File: src/rtl/rtc_sec_pkg.sv
package rtc_sec_pkg;

    localparam int          DATA_W     = 32;
    localparam int          ADDR_W     = 8;

    localparam logic [ADDR_W-1:0] OFS_CTRL    = 8'h00;
    localparam logic [ADDR_W-1:0] OFS_SECS    = 8'h04;
    localparam logic [ADDR_W-1:0] OFS_ALARM   = 8'h08;
    localparam logic [ADDR_W-1:0] OFS_PRE     = 8'h0C;
    localparam logic [ADDR_W-1:0] OFS_SCRATCH = 8'h34;
    localparam logic [ADDR_W-1:0] OFS_UNLOCK  = 8'h3C;

    localparam logic [DATA_W-1:0] UNLOCK_KEY  = 32'h0000_A55A;

    typedef enum logic [2:0] {
        SEL_NONE,
        SEL_CTRL,
        SEL_SECS,
        SEL_ALARM,
        SEL_PRE,
        SEL_SCRATCH,
        SEL_UNLOCK
    } reg_sel_e;

    typedef struct packed {
        logic f1;    // second flag
        logic ie1;   // second interrupt enable
        logic fa;    // alarm flag
        logic iea;   // alarm interrupt enable
        logic ae;    // alarm enable
        logic en;    // count enable
    } ctrl_t;

    function automatic reg_sel_e decode_addr(input logic [ADDR_W-1:0] a);
        reg_sel_e s;
        case (a)
            OFS_CTRL:    s = SEL_CTRL;
            OFS_SECS:    s = SEL_SECS;
            OFS_ALARM:   s = SEL_ALARM;
            OFS_PRE:     s = SEL_PRE;
            OFS_SCRATCH: s = SEL_SCRATCH;
            OFS_UNLOCK:  s = SEL_UNLOCK;
            default:     s = SEL_NONE;
        endcase
        return s;
    endfunction

    function automatic logic is_guarded(input reg_sel_e s);
        return (s != SEL_NONE) && (s != SEL_UNLOCK);
    endfunction

    function automatic logic [DATA_W-1:0] pack_ctrl(input ctrl_t c, input logic rdy);
        return {24'h0, rdy, c.f1, c.ie1, c.fa, c.iea, c.ae, 1'b0, c.en};
    endfunction

endpackage

File: src/rtl/rtc_wr_guard.sv
module rtc_wr_guard #(
    parameter int HOLD = 4
) (
    input  logic clk,
    input  logic rst,
    input  logic wr_stb,
    input  logic hit_unlock,
    input  logic key_ok,
    input  logic hit_guarded,
    output logic accept,
    output logic wen,
    output logic ready
);
    localparam int CW = $clog2(HOLD + 1);

    logic [CW-1:0] hold_q;

    assign ready  = (hold_q == '0);
    assign accept = wr_stb && hit_guarded && wen && ready;

    always_ff @(posedge clk) begin
        if (rst) begin
            wen    <= 1'b0;
            hold_q <= '0;
        end else if (accept) begin
            wen    <= 1'b0;
            hold_q <= CW'(HOLD);
        end else begin
            if (wr_stb && hit_unlock && key_ok)
                wen <= 1'b1;
            if (hold_q != '0)
                hold_q <= hold_q - 1'b1;
        end
    end
endmodule

File: src/rtl/rtc_tick_gen.sv
module rtc_tick_gen #(
    parameter int PRE_W = 32
) (
    input  logic             clk,
    input  logic             rst,
    input  logic             run,
    input  logic             restart,
    input  logic [PRE_W-1:0] limit,
    output logic             tick
);
    logic [PRE_W-1:0] cnt_q;
    logic             wrap;

    assign wrap = (cnt_q >= limit);
    assign tick = run && wrap && !restart;

    always_ff @(posedge clk) begin
        if (rst || restart || !run)
            cnt_q <= '0;
        else if (wrap)
            cnt_q <= '0;
        else
            cnt_q <= cnt_q + 1'b1;
    end
endmodule

File: src/rtl/rtc_sec_core.sv
module rtc_sec_core
    import rtc_sec_pkg::*;
#(
    parameter int          PRE_W    = 32,
    parameter int unsigned PRE_INIT = 32767,
    parameter int          WR_HOLD  = 4
) (
    input  logic              clk,
    input  logic              rst,
    input  logic              bus_wr,
    input  logic [ADDR_W-1:0] bus_addr,
    input  logic [DATA_W-1:0] bus_wdata,
    output logic [DATA_W-1:0] bus_rdata,
    output logic              irq_o
);
    reg_sel_e          sel;
    logic              wr_accept, wr_en, wr_ready;
    logic              wr_ctrl, wr_secs, wr_alarm, wr_pre, wr_scratch;
    logic              tick;
    ctrl_t             ctrl_q;
    logic [DATA_W-1:0] secs_q, alarm_q, scratch_q, secs_inc;
    logic [PRE_W-1:0]  pre_q;

    assign sel = decode_addr(bus_addr);

    rtc_wr_guard #(.HOLD(WR_HOLD)) u_guard (
        .clk        (clk),
        .rst        (rst),
        .wr_stb     (bus_wr),
        .hit_unlock (sel == SEL_UNLOCK),
        .key_ok     (bus_wdata == UNLOCK_KEY),
        .hit_guarded(is_guarded(sel)),
        .accept     (wr_accept),
        .wen        (wr_en),
        .ready      (wr_ready)
    );

    assign wr_ctrl    = wr_accept && (sel == SEL_CTRL);
    assign wr_secs    = wr_accept && (sel == SEL_SECS);
    assign wr_alarm   = wr_accept && (sel == SEL_ALARM);
    assign wr_pre     = wr_accept && (sel == SEL_PRE);
    assign wr_scratch = wr_accept && (sel == SEL_SCRATCH);

    rtc_tick_gen #(.PRE_W(PRE_W)) u_tick (
        .clk    (clk),
        .rst    (rst),
        .run    (ctrl_q.en),
        .restart(wr_secs),
        .limit  (pre_q),
        .tick   (tick)
    );

    assign secs_inc = secs_q + 1'b1;

    always_ff @(posedge clk) begin
        if (rst) begin
            ctrl_q    <= '0;
            secs_q    <= '0;
            alarm_q   <= '0;
            pre_q     <= PRE_W'(PRE_INIT);
            scratch_q <= '0;
        end else begin
            if (wr_ctrl) begin
                ctrl_q.ie1 <= bus_wdata[5];
                ctrl_q.iea <= bus_wdata[3];
                ctrl_q.ae  <= bus_wdata[2];
                ctrl_q.en  <= bus_wdata[0];
                ctrl_q.f1  <= ctrl_q.f1 & bus_wdata[6];
                ctrl_q.fa  <= ctrl_q.fa & bus_wdata[4];
            end
            if (tick) begin
                ctrl_q.f1 <= 1'b1;
                if (ctrl_q.ae && (secs_inc == alarm_q))
                    ctrl_q.fa <= 1'b1;
            end
            if (wr_secs)
                secs_q <= bus_wdata;
            else if (tick)
                secs_q <= secs_inc;
            if (wr_alarm)
                alarm_q <= bus_wdata;
            if (wr_pre)
                pre_q <= bus_wdata[PRE_W-1:0];
            if (wr_scratch)
                scratch_q <= bus_wdata;
        end
    end

    always_comb begin
        bus_rdata = '0;
        case (sel)
            SEL_CTRL:    bus_rdata = pack_ctrl(ctrl_q, wr_ready);
            SEL_SECS:    bus_rdata = secs_q;
            SEL_ALARM:   bus_rdata = alarm_q;
            SEL_PRE:     bus_rdata[PRE_W-1:0] = pre_q;
            SEL_SCRATCH: bus_rdata = scratch_q;
            SEL_UNLOCK:  bus_rdata[31] = wr_en;
            default:     bus_rdata = '0;
        endcase
    end

    assign irq_o = (ctrl_q.f1 && ctrl_q.ie1) || (ctrl_q.fa && ctrl_q.iea);

endmodule

File: config.mk
export PLATFORM = sky130hd
export DESIGN_NAME = rtc_sec_core
export DESIGN_NICKNAME = d
export VERILOG_FILES = /design/src/rtl/rtc_sec_pkg.sv /design/src/rtl/rtc_wr_guard.sv /design/src/rtl/rtc_tick_gen.sv /design/src/rtl/rtc_sec_core.sv
export SDC_FILE = /design/constraint.sdc
export NUM_CORES = 1
export LEC_CHECK = 0
export BUFFER_PORTS_ARGS = -buffer_cell sky130_fd_sc_hd__buf_4
export CAP_MARGIN = 30
export CELL_PAD_IN_SITES_DETAIL_PLACEMENT = 1
export CELL_PAD_IN_SITES_GLOBAL_PLACEMENT = 1
export CORE_UTILIZATION = 49
export DETAILED_ROUTE_END_ITERATION = 10
export MAX_ROUTING_LAYER = met4
export PLACE_DENSITY_LB_ADDON = 0.25
export SKIP_LAST_GASP = 1
export SLEW_MARGIN = 10
export SYNTH_ARGS = -nofsm -noshare
export SYNTH_HDL_FRONTEND = slang
export SYNTH_SLANG_ARGS = --single-unit
File: constraint.sdc
create_clock -name clk -period 5.83 [get_ports clk]
set_input_delay 0.583 -clock clk [delete_from_list [all_inputs] [get_ports clk]]
set_output_delay 0.583 -clock clk [all_outputs]
set_load 0.005 [all_outputs]
# After elaboration in Yosys (flattened, before gate mapping)
# Index checks and enable logic that the tools add are counted.
# op_classes
mux,11
add_sub_neg,3
order_cmp,1
n_bitwise,2
n_reduce_logical,30
n_eq_ne,14
# op_table
operator,n
one-hot mux 31 bit (5 select lines),1
"adder 32 x 1 -> 32 bit, second input constant",2
two-way mux 32 bit,2
"equality test 32 x 16 -> 1 bit, second input constant",1
equality test 32 bit,1
greater-or-equal comparator 32 bit,1
one-hot mux 3 bit (6 select lines),1
"equality test 8 x 4 -> 1 bit, second input constant",2
"equality test 8 x 6 -> 1 bit, second input constant",2
logical AND 1 bit,16
"equality test 3 bit, second input constant",3
"equality test 8 x 3 -> 1 bit, second input constant",1
zero test 8 bit,1
"equality test 3 x 2 -> 1 bit, second input constant",2
two-way mux 3 bit,2
two-way mux 6 bit,1
nonzero test 2 bit,3
nonzero test 3 bit,2
one-hot mux 1 bit (5 select lines),1
OR reduction 2 bit,2
"equality test 3 x 1 -> 1 bit, second input constant",1
zero test 3 bit,1
logical OR 1 bit,3
two-way mux 1 bit,3
other kinds (4),6
# totals
regBits,170
out_inout_bits,33
word_cells,75
input_bits,43

# Depth between registers and ports, before layout
# logic_depth
depth_word,12
ltp_mapped,12
ltp_nobuf,10

# By module
# A second synthesis with hierarchy kept.
# unflattened
cells_unflattened,1255
hier_area_um2,9892.0
# modules_own_cells
module,n_inst,seq_area_each_um2,cells_per_inst,area_per_inst_um2
rtc_sec_core,1,2682.6,965,7258.2
rtc_tick_gen,1,640.6,268,2403.6
rtc_wr_guard,1,80.1,22,230.2

# Least setup slack after synthesis
# Ideal clock, no wire load.
# synth_path
kind,input to output
startpoint,input port bus_addr[7]
endpoint,output port bus_rdata[15]
cell_stages,7
t_required_ns,5.247
n_path_buf,2
arrival_time_ns,2.272
path_slack_ns,2.975
cell_sequence,nor4_1 nand2_1 nor2_1 clkbuf_1 clkbuf_1 a22oi_1 nand2_1
# synth_via
elab_chain_len,4
word_cells_on_any_way,13
cone_classes,eq/ne: 10; mux: 2; reduce/logical: 1
# synth_rtl
item,line,source
start: declaration,rtc_sec_core.sv:11,"input logic [ADDR_W-1:0] bus_addr,"
"equality test 8 x 6 -> 1 bit, or another cell as far along",rtc_sec_pkg.sv:36,case (a)
one-hot mux 3 bit (6 select lines) *,rtc_sec_pkg.sv:36,
"equality test 3 bit, or another cell as far along",rtc_sec_core.sv:91,case (sel)
one-hot mux 31 bit (5 select lines) *,rtc_sec_core.sv:91,
end: declaration,rtc_sec_core.sv:13,"output logic [DATA_W-1:0] bus_rdata,"
# Mark *: on every way between the ends. The rest lies on a longest branch, timed or not.

# Final worst setup path
# layout_path
startpoint,input port bus_addr[7]
endpoint,output port bus_rdata[30]
# The elaborated chain is that of the path after synthesis.

==> results <==
- The flow ran to the end, and the final reports show no timing, DRC or antenna violations.
- The via count of the first global-routing pass is 9416.
- Derived from the worst setup path, the maximum achievable clock frequency is 270 MHz.
- The core footprint is 0.0188 mm2.
- Of all flip-flops after synthesis, the portion carrying an async set or reset was 0%.
- TritonCTS built the clock tree.
- No sink is reached through more buffers than the 2 on the longest clock path.
- The critical path ends at bus_rdata[30].
- The number of buffer and inverter stages on the critical path is 3.
- The kind of cell adding the most delay to the critical path is simple AND/OR/NAND/NOR gates.
- The number of gates resized after cts is 0.
- The number of cells traversed by the worst register-to-register path is 9.
- The final HPWL from detailed placement is 23.7 mm.
- In this run the worst setup path begins at bus_addr[7].
- The number of iterations in the first detailed-routing pass is 5.
- In this run the clock root is driven by a clkbuf_16.
- The routed length per placed instance is 22.1 um.
- STA classifies the critical path endpoint as an output pin.
- The critical path is of the in -> out type.
- The initialized floorplan defines 50 standard-cell rows.
- At the end of routability-driven placement, the weighted congestion stood at 0.877.
- From left edge to right edge, the die measures 141 um.
- The design draws 2.52 mW.
- The worst hold path class is in -> reg.
- A synthesized cell averages 7.83 um2.
- VDD sags by at most 0.204 mV.
- The DRC violation count after routing is 0.
- The number of synthesized flops with an enable pin is 0.
- The area enclosed by the die boundary is 0.0199 mm2.
- The count of port buffers added during placement is 75.
- In this run the most critical hold path is launched from bus_wdata[12].
- During synthesis, Yosys emitted a total of 0 warnings.
- The post-route cell area is 0.0108 mm2.
- Yosys attributes the largest share of cell area to dfxtp_1, nand2_1, xnor2_1.
- The final max-slew violation count was 0.
- The critical path arrival is 3.12 ns.
- Setup slack on the worst reg-to-reg path comes out at 2.40 ns.
- In the synthesized netlist the dominant register cell turns out to be dfxtp_1.
- The effective utilization at floorplan is 50.4%.
- The cell type with the highest occurrence count on the critical path is buf_4.
- Setup repair after global routing left no endpoint under its margin.
- The critical-path maximum fanout is 20.
- STA classifies the critical path startpoint as an input port.
- The final cycle utilization of the critical path is 63.4%.
- Power spread over the standard cell area amounts to 233 mW/mm2.
- The worst register-to-register path begins at secs_q[0].
- The initial antenna violation count is 1.
- Dividing the detail-routed via count by the number of cells gives 6.10.
- The fraction of layout instances using a drive strength above 1 is 11.5%.
- Counting every net in the synthesized netlist gives 1292.
- The number of sinks driven by the clock tree is 170.
- After synthesis the netlist holds a flip-flop and latch count of 170.
- The synthesized netlist occupies a cell area of 0.00949 mm2.
- For this run, the slowest stage of the critical path takes 0.59 ns.
- The worst register-to-register path ends at ctrl_q[3].
- In this run the remaining antenna-violating nets after routing total 0.
- Setup violations remaining at the end of the flow were counted as 0.
- The relative slew slack is 36.9%.
- The first global-routing pass estimated 52.7 mm of wire.
- The slowest stage cell on the critical path is nor2_2.
- Summed over all layers, the routed wires come to 33.5 mm.
- Counting instances in the post-synthesis netlist gives the leading cell types as nand2_1, dfxtp_1, nor2_1, a21oi_1, xnor2_1.
- The max capacitance violation total is 0.
- Between clock sinks in the finished design, the worst skew comes to 0.0101 ns.
- Global routing used 35.9% of the available tracks across all layers.
- The critical path crosses 8 cells after its start point.
- The top-area cell type share of the netlist area is 35.8%.
- Summing all placed instances gives a cell area of 0.0102 mm2.
- The slew at the pin closest to its max-slew limit is 0.946 ns.
- The depth of the CTS H-tree is 4.
- The time the final worst path needs with I/O delays and setup is 3.70 ns.
- The number of nets at the end of the flow is 1323.
- The cell count after synthesis came out at 1213.
- The synthesis-to-layout area growth is 13.8%.
- The post-synthesis cell type count is 66.
- The final route contains 9251 vias.
- For the worst setup path, the data required time is 5.25 ns.
- Setup total negative slack on the finished layout was measured at 0 ns.
- The die boundary height is 141 um.
- The clock latency on the worst-skew pair is 0.45 ns.
- The DRC marker count from the first detailed-route iteration is 868.
- After filler insertion, the fill cell instance count of the layout stands at 2322.
- The count of hold buffers inserted by post-cts repair is 0.
- The clock slew seen by the registers of the worst setup and hold paths is 0.07 ns.
- Entering global routing, the biggest net connects 63 pins.
- The post-CTS setup repair buffer count is 0.
- Sequential elements use 35.8% of the synthesized area.
- Of all cell types, the one taking the most synthesized area is dfxtp_1.
- The final count of hold timing violations was 0.
- Traced cell by cell, the critical path runs through buf_4 -> nor4_1 -> nand2_1 -> nor2_2 -> buf_4 -> a22oi_1 -> nand2_1 -> buf_4.
- The most common cell in the synthesized netlist is nand2_1.
- For this run the aggregate overflow at the end of global routing stands at 0.
- Summed over all cells, the static leakage comes to 4.05 nW.
- The CTS buffer count is 17.
- For this design the top-level I/O count stands at 76.
==> cell type report <==
cell class | instances | area (um2) | share of cell area (%)
Sequential cell | 170 | 3400 | 31.5
Inverter | 48 | 180 | 1.67
Clock buffer | 21 | 470 | 4.35
Multi-Input combinational cell | 917 | 5600 | 51.8
Tap cell | 260 | 325 | 3.01
Timing Repair Buffer | 90 | 683 | 6.32
Clock inverter | 9 | 139 | 1.29
Antenna cell | 1 | 2.50 | 0.0232
==> report_power, final <==
part / total, mW / switching (mW) / internal (mW)
Sequential: 1.18 / 0.00586 / 1.17
Clock: 1.20 / 0.496 / 0.707
Combinational: 0.141 / 0.0873 / 0.0535
Total: 2.52 / 0.589 / 1.93
==> cells by family (layout without fill, tap and decap cells) <==
kind of cell / count (synthesis) / after routing / share of synthesized area [%]
flip-flops: 170 / 170 / 35.8
other: 0 / 1 / 0
multiplexers: 14 / 14 / 1.91
buffers and inverters: 126 / 168 / 5.36
XOR/XNOR: 105 / 105 / 9.69
adder cells (fa/ha/maj): 36 / 36 / 4.74
AND/OR/NAND/NOR: 506 / 506 / 25.1
AO/OA/AOI/OAI: 256 / 256 / 17.3
==> cells in the final DEF (no fill, tap or decap), types with 5 or more instances in the layout <==
cell / instances
a211oi_1: 28
and4_1: 9
ha_1: 36
buf_4: 89
nand2b_1: 10
nor4_1: 12
and2_1: 5
a211o_1: 5
nand2_1: 242
a21oi_1: 101
inv_1: 48
nor2_1: 111
and3_1: 11
nor3_1: 14
a22oi_1: 55
nand4_1: 16
a22o_1: 8
xnor2_1: 64
nand3_1: 32
xor2_1: 41
clkbuf_16: 17
or3_1: 5
mux2i_1: 11
o21ai_0: 22
o211ai_1: 19
dfxtp_1: 170
==> worst reg2reg max path, cell delays in order, from the launching register on <==
cell       delay (ns)
dfxtp_1          0.52
ha_1             0.34
nand3_1          0.43
nor3_4           0.43
nand2_1          0.16
xnor2_1          0.37
o2111ai_1        0.18
or4_1            0.55
nor4_2           0.22
a31o_1           0.18
==> metrics by stage <==
step	utilization (%)	setup WS, ns	cells	hold WS [ns]
2_1_floorplan	-	2.98	1213	0.436
3_3_place_gp	54.1	2.13	1484	0.444
3_5_place_dp	54.1	2.23	1485	0.452
4_1_cts	57.4	2.23	1515	0.407
5_1_grt	57.4	2.03	1516	0.419
6_report	57.4	2.13	1516	0.418
==> per-layer routing <==
| layer | track usage [%] | vias up | routed length [um] |
|---|---|---|---|
| li1 | - | 4267 | - |
| met1 | 44.4 | 4571 | 14300 |
| met2 | 56.6 | 328 | 15700 |
| met3 | 7.34 | 85 | 2310 |
| met4 | 15.6 | 0 | 1160 |
| met5 | - | - | 0 |
==> state kept, by name (all words and copies together) (netlist names) <==
register / flops
pre_q: 32
alarm_q: 32
u_tick.cnt_q: 32
u_guard.wen: 1
ctrl_q: 6
u_guard.hold_q: 3
secs_q: 32
scratch_q: 32
==> worst min path at each step <==
stage | to | slack, ns | cells past startpoint
2_1_floorplan | scratch_q[7] | 0.44 | 2
3_3_place_gp | scratch_q[13] | 0.44 | 2
3_5_place_dp | scratch_q[2] | 0.45 | 2
4_1_cts | pre_q[12] | 0.41 | 3
5_1_grt | scratch_q[11] | 0.42 | 3
6_report | pre_q[12] | 0.42 | 3
Note: power is estimated with default switching activity, not from simulation.
